## config.mk

```make
export PLATFORM = sky130hd
export DESIGN_NAME = wdog_keyed
export DESIGN_NICKNAME = d
export VERILOG_FILES = /design/src/rtl/wdog_pkg.sv /design/src/rtl/wdog_prescaler.sv /design/src/rtl/wdog_counter.sv /design/src/rtl/wdog_keyseq.sv /design/src/rtl/wdog_keyed.sv
export SDC_FILE = /design/constraint.sdc
export NUM_CORES = 1
export LEC_CHECK = 0
export BUFFER_PORTS_ARGS = -buffer_cell sky130_fd_sc_hd__buf_2
export CAP_MARGIN = 10
export CORE_ASPECT_RATIO = 1.25
export CORE_MARGIN = 3
export CORE_UTILIZATION = 25
export CTS_CLUSTER_SIZE = 25
export DETAILED_ROUTE_END_ITERATION = 8
export SYNTH_ARGS = -nofsm -noshare
export SYNTH_HDL_FRONTEND = slang
export SYNTH_SLANG_ARGS = --single-unit
```

## constraint.sdc

```tcl
create_clock -name clk -period 2.4 [get_ports clk]
set_input_delay 0.12 -clock clk [delete_from_list [all_inputs] [get_ports clk]]
set_output_delay 0.12 -clock clk [all_outputs]
set_load 0.02 [all_outputs]
```

## src/rtl/wdog_pkg.sv

```systemverilog
package wdog_pkg;
  localparam int DATA_W = 8;
  localparam int ADDR_W = 2;
  localparam int SEL_W  = 3;

  typedef enum logic [ADDR_W-1:0] {
    A_CTRL   = 2'd0,
    A_RELOAD = 2'd1,
    A_KEY1   = 2'd2,
    A_KEY2   = 2'd3
  } wd_addr_e;

  localparam logic [DATA_W-1:0] KEY_ARM  = 8'hA5;
  localparam logic [DATA_W-1:0] KEY_FIRE = 8'h5A;

  localparam int CTL_RUN_BIT  = 3;
  localparam int CTL_FLAG_BIT = 7;

  typedef struct packed {
    logic             run;
    logic [SEL_W-1:0] sel;
  } wd_ctl_t;
endpackage

```

## src/rtl/wdog_prescaler.sv

```systemverilog
module wdog_prescaler #(
  parameter int PRE_W    = 13,
  parameter int SEL_W    = 3,
  parameter int TAP_BASE = 5
) (
  input  logic             clk,
  input  logic             rst_n,
  input  logic             run,
  input  logic             tick_en,
  input  logic             clr,
  input  logic [SEL_W-1:0] sel,
  output logic             step
);
  localparam int NTAP = 1 << SEL_W;

  logic [PRE_W-1:0] pre_q;
  logic [NTAP-1:0]  tap_full;

  // each tap fires when all bits below it are ones, i.e. on the carry into it
  for (genvar g = 0; g < NTAP; g++) begin : g_tap
    assign tap_full[g] = &pre_q[TAP_BASE+g-1:0];
  end

  assign step = run & tick_en & tap_full[sel];

  always_ff @(posedge clk or negedge rst_n) begin
    if (!rst_n)               pre_q <= '0;
    else if (clr)             pre_q <= '0;
    else if (run && tick_en)  pre_q <= pre_q + 1'b1;
  end

  p_clear_r4: assert property (@(posedge clk) disable iff (!rst_n)
    clr |=> (pre_q == '0));

  p_hold_r9: assert property (@(posedge clk) disable iff (!rst_n)
    (!run && !clr) |=> $stable(pre_q));

  p_notick_r2: assert property (@(posedge clk) disable iff (!rst_n)
    (!tick_en && !clr) |=> $stable(pre_q));
endmodule

```

## src/rtl/wdog_counter.sv

```systemverilog
module wdog_counter #(
  parameter int CNT_W = 8
) (
  input  logic             clk,
  input  logic             rst_n,
  input  logic             load,
  input  logic [CNT_W-1:0] load_val,
  input  logic             step,
  output logic [CNT_W-1:0] cnt,
  output logic             underflow
);
  logic [CNT_W-1:0] cnt_q;

  assign underflow = step & ~load & (cnt_q == '0);
  assign cnt       = cnt_q;

  always_ff @(posedge clk or negedge rst_n) begin
    if (!rst_n)             cnt_q <= '0;
    else if (load)          cnt_q <= load_val;
    else if (step) begin
      if (cnt_q == '0)      cnt_q <= load_val;
      else                  cnt_q <= cnt_q - 1'b1;
    end
  end

  p_reload_r3: assert property (@(posedge clk) disable iff (!rst_n)
    underflow |=> (cnt_q == $past(load_val)));

  p_dec_r2: assert property (@(posedge clk) disable iff (!rst_n)
    (step && !load && cnt_q != '0) |=> (cnt_q == CNT_W'($past(cnt_q) - 1'b1)));
endmodule

```

## src/rtl/wdog_keyseq.sv

```systemverilog
module wdog_keyseq
  import wdog_pkg::*;
(
  input  logic              clk,
  input  logic              rst_n,
  input  logic              wr,
  input  logic              rd,
  input  logic [ADDR_W-1:0] addr,
  input  logic [DATA_W-1:0] wdata,
  output logic              feed_ok,
  output logic              key_fault
);
  logic armed_q;
  logic access;
  logic second_ok;
  logic arm_set;

  assign access    = wr | rd;
  assign second_ok = wr && (addr == A_KEY2) && (wdata == KEY_FIRE);
  assign arm_set   = wr && (addr == A_KEY1) && (wdata == KEY_ARM);
  assign feed_ok   = armed_q & second_ok;
  assign key_fault = armed_q & access & ~second_ok;

  always_ff @(posedge clk or negedge rst_n) begin
    if (!rst_n)                 armed_q <= 1'b0;
    else if (armed_q && access) armed_q <= 1'b0;
    else if (arm_set)           armed_q <= 1'b1;
  end

  p_disarm_r6: assert property (@(posedge clk) disable iff (!rst_n)
    (armed_q && access) |=> !armed_q);

  p_noarm_r7: assert property (@(posedge clk) disable iff (!rst_n)
    (!armed_q && !arm_set) |=> !armed_q);
endmodule

```

## src/rtl/wdog_keyed.sv

```systemverilog
module wdog_keyed
  import wdog_pkg::*;
#(
  parameter int PRE_W    = 13,
  parameter int CNT_W    = 8,
  parameter int TAP_BASE = 5
) (
  input  logic              clk,
  input  logic              rst_n,
  input  logic              tick_en,
  input  logic              acc_wr,
  input  logic              acc_rd,
  input  logic [ADDR_W-1:0] acc_addr,
  input  logic [DATA_W-1:0] acc_wdata,
  output logic [DATA_W-1:0] acc_rdata,
  output logic              wdog_rst_req,
  output logic              timeout_flag
);
  localparam wd_ctl_t CTL_RST = '{run: 1'b1, sel: '1};

  wd_ctl_t          ctl_act, ctl_shd;
  logic [CNT_W-1:0] reload_q;
  logic [CNT_W-1:0] cnt_w;
  logic             flag_q;
  logic             rst_req_q;
  logic             feed_ok, key_fault;
  logic             step, underflow;
  logic             wr_ctrl, wr_reload;

  assign wr_ctrl   = acc_wr && (acc_addr == A_CTRL);
  assign wr_reload = acc_wr && (acc_addr == A_RELOAD);

  wdog_keyseq u_keys (
    .clk       (clk),
    .rst_n     (rst_n),
    .wr        (acc_wr),
    .rd        (acc_rd),
    .addr      (acc_addr),
    .wdata     (acc_wdata),
    .feed_ok   (feed_ok),
    .key_fault (key_fault)
  );

  wdog_prescaler #(.PRE_W(PRE_W), .SEL_W(SEL_W), .TAP_BASE(TAP_BASE)) u_pre (
    .clk     (clk),
    .rst_n   (rst_n),
    .run     (ctl_act.run),
    .tick_en (tick_en),
    .clr     (feed_ok | underflow),
    .sel     (ctl_act.sel),
    .step    (step)
  );

  wdog_counter #(.CNT_W(CNT_W)) u_cnt (
    .clk       (clk),
    .rst_n     (rst_n),
    .load      (feed_ok),
    .load_val  (reload_q),
    .step      (step),
    .cnt       (cnt_w),
    .underflow (underflow)
  );

  always_ff @(posedge clk or negedge rst_n) begin
    if (!rst_n) begin
      ctl_act   <= CTL_RST;
      ctl_shd   <= CTL_RST;
      reload_q  <= '0;
      flag_q    <= 1'b0;
      rst_req_q <= 1'b0;
    end else begin
      rst_req_q <= underflow | key_fault;
      if (wr_ctrl)
        ctl_shd <= '{run: acc_wdata[CTL_RUN_BIT], sel: acc_wdata[SEL_W-1:0]};
      if (feed_ok)
        ctl_act <= ctl_shd;
      if (wr_reload)
        reload_q <= acc_wdata[CNT_W-1:0];
      if (underflow || key_fault)
        flag_q <= 1'b1;
      else if (wr_ctrl && !acc_wdata[CTL_FLAG_BIT])
        flag_q <= 1'b0;
    end
  end

  always_comb begin
    acc_rdata = '0;
    unique case (acc_addr)
      A_CTRL: begin
        acc_rdata[CTL_FLAG_BIT]  = flag_q;
        acc_rdata[CTL_RUN_BIT]   = ctl_act.run;
        acc_rdata[SEL_W-1:0]     = ctl_act.sel;
      end
      A_RELOAD: acc_rdata[CNT_W-1:0] = reload_q;
      A_KEY1:   acc_rdata[CNT_W-1:0] = cnt_w;
      default:  acc_rdata = '0;
    endcase
  end

  assign wdog_rst_req = rst_req_q;
  assign timeout_flag = flag_q;

  p_flag_on_pulse_r11: assert property (@(posedge clk) disable iff (!rst_n)
    rst_req_q |-> flag_q);

  p_shadow_r8: assert property (@(posedge clk) disable iff (!rst_n)
    !feed_ok |=> (ctl_act == $past(ctl_act)));

  p_stop_r9: assert property (@(posedge clk) disable iff (!rst_n)
    (!ctl_act.run && !feed_ok) |=> $stable(cnt_w));

  p_feed_quiet_r5: assert property (@(posedge clk) disable iff (!rst_n)
    feed_ok |=> !rst_req_q);

  p_feed_load_r5: assert property (@(posedge clk) disable iff (!rst_n)
    feed_ok |=> (cnt_w == $past(reload_q)));
endmodule

```

==> results_dict.tcl <==
set metrics [dict create \
    min_period_over_period_pct 97.1 \
    first_iter_violations 83 \
    antenna_left 0 \
    ys_seq_area_share_pct 44.4 \
    synth_top_area_share_pct 34.9 \
    status "complete, no violations" \
    dp_cells 353 \
    clockRootBuffer "clkbuf_8" \
    p_leak_uw 0.00117 \
    cp.arrival_ps 2510 \
    cts_made_buffers 5 \
    dominantRegCellSynth "dfrtp_1" \
    ys_async_sr_fraction_pct 100 \
    die_w_um 90.3 \
    path_clk_slew_ps 70 \
    htree_levels 2 \
    core_area_um2 8430 \
    p_total_uw 1420 \
    crit_start "u_pre.pre_q[0]" \
    hp-start "acc_wdata[5]" \
    wl_met2_mm 2.86 \
    maxCapViolations 0 \
    holdWs_ps 86.9 \
    setup-tns-final_ps 0 \
    area_delta_synth_final_pct 19.1 \
    final.setup_skew_ps 10.7 \
    synth_edf_count 0 \
    diodes 0 \
    clockBufferDepth 2 \
    grt.overflow.total 0 \
    grt_max_degree 40 \
    rsz0062_at_grt "true" \
    first_global_vias 1800 \
    fin_crit_ps 2330 \
    slew_viol_final 0 \
    critPathKind "register to register" \
    layout_common_cells "dfrtp_1, buf_2, nor2_1" \
    p_per_area_nw_per_um2 538 \
    drc 0 \
    drt_wl_total_mm 5.30 \
    synthCells 214 \
    io_pins 25 \
    antenna_found_initial 0 \
    hold_viol 0 \
    fp.dieH_um 111 \
    fmaxAchievable_mhz 429 \
    path_max_fanout 7 \
    reg2reg_from "u_pre.pre_q[0]" \
    drive_above_1_share_pct 31.5 \
    globalplace.congestion 0.811 \
    cp-start-kind "register" \
    syn_area_per_cell_um2 10.4 \
    firstDrtPassIters 5 \
    critPathRequiredTime_ps 2580 \
    wl_per_cell_um 14.5 \
    yosysTopAreaCell "dfrtp_1" \
    initial_core_util_pct 26.4 \
    slew_headroom_pct 42.0 \
    final_cells 365 \
    fillers 912 \
    via_count 1841 \
    synthTopCellsByArea "dfrtp_1, dfstp_2, mux2_2" \
    met3_length_um 166 \
    dr.max_layer_used "met4" \
    peakVddDrop_mv 0.511 \
    setup_violations 0 \
    die_area_um2 10100 \
    synthDistinctLibCells 52 \
    ys_seq_elements 39 \
    finalNetCount 271 \
    dpl.hpwl_mm 3.83 \
    placementRows 37 \
    synth_nets 238 \
    hold_class "input pin to register" \
    cts_tree "yes" \
    tightestPinTransition_ps 870 \
    wirelength_met1_mm 2.13 \
    synth_area_um2 2220 \
    clock-sinks 39 \
    grt_pass1_wl_mm 8.92 \
    clk_latency_ps 300 \
    grt_usage_pct 10.7 \
    layout_commonest_cell "dfrtp_1" \
    viasPerCell 5.04 \
    endpoint_kind "register" \
    ys.warnings.count 0 \
    port_buffers 24 \
]
## registers in the layout, indices dropped and copies added (netlist names)
name,cells
timeout_flag,1
u_pre.pre_q,12
u_cnt.cnt,8
wdog_rst_req,1
reload_q,8
ctl_act,4
u_keys.armed_q,1
ctl_shd,4
## critical path, cell delays in order, from the launching register on
cell       delay (ps)
dfrtp_1           370
ha_2              200
nand3_1            70
or2_4             270
nor2_2            110
ha_2              200
a2111oi_4          80
nor3_2            280
and3_4            320
a21oi_2           110
o22a_1            210
## final timing paths
| check | slack [ps] | to | depth (start not counted) |
|---|---|---|---|
| worst min-delay path | 90 | reload_q[5] | 2 |
| worst max-delay path | 70 | u_cnt.cnt[1] | 10 |
| max in group asynchronous | 1370 | u_keys.armed_q | 2 |
| worst max register to register | 70 | u_cnt.cnt[1] | 10 |
| worst min register to register | 540 | u_pre.pre_q[11] | 2 |
| min in group asynchronous | 470 | u_pre.pre_q[3] | 2 |
## routing by layer
| layer | GRT usage, % | vias to the layer above |
|---|---|---|
| met5 | 0 | - |
| met3 | 1.76 | 10 |
| met4 | 4.60 | 0 |
| met2 | 19.5 | 37 |
| li1 | - | 867 |
| met1 | 12.3 | 927 |
## logic make-up (layout without fill, tap and decap cells)
kind of cell,count (synthesis),count (layout),share of synthesized area (%)
buf+inv,13,46,2.82
xor+xnor,8,8,3.15
fa+ha+maj,9,9,5.07
simple gates,82,83,19.6
mux,16,16,8.11
flops,39,39,44.4
compound gates,47,47,16.9
## per-stage QoR
step	worst slack (ps)	area [um2]	utilization, %
after floorplan	132	2220	-
after CTS	79.4	2610	30.9
final	69.3	2650	31.4
after detailed placement	88.9	2480	29.5
after global routing	-49.4	2650	31.4
after global placement	132	2480	29.5
## Yosys cell counts, types with 2 or more instances
cell / count
o21ai_0: 3
mux2_2: 16
o22a_1: 5
nor2_1: 22
a222oi_1: 5
nor2b_1: 6
dfstp_2: 8
a41oi_1: 5
o21ai_2: 3
buf_2: 2
nor4_1: 2
a22oi_1: 3
a31oi_1: 6
xnor2_1: 4
nand2_1: 19
dfrtp_1: 31
clkbuf_1: 2
nand4b_1: 2
a21oi_1: 6
inv_1: 7
nand3_1: 6
and2_1: 3
xor2_1: 4
nor3_2: 3
nand4_1: 3
nand2b_1: 3
nor3_1: 2
ha_1: 9
## power by group
part / internal (uW) / switching, uW / leakage (uW) / total [uW]
Clock: 310 / 247 / 0.0000581 / 556
Combinational: 60.6 / 69.3 / 0.000629 / 130
Sequential: 705 / 32.6 / 0.000484 / 738
Total: 1080 / 349 / 0.00117 / 1420
## what timing repair did
item                                    CTS  global route
endpoints found under the setup margin    0             8
endpoints found under the hold margin    31             0
hold buffers                              1             0
buffers inserted                          0             2
gates resized for setup                   0             4
## area by class of cell
cell class / count / area [um2] / area share, %
multi-input cells: 163 / 1200 / 45.4
clock inverters: 3 / 43.8 / 1.65
repair buffers: 31 / 175 / 6.62
well taps: 117 / 146 / 5.53
inverters: 7 / 26.3 / 0.992
flip-flops and latches: 39 / 986 / 37.2
clock buffers: 5 / 68.8 / 2.60
(Power assumes the default switching activity.)
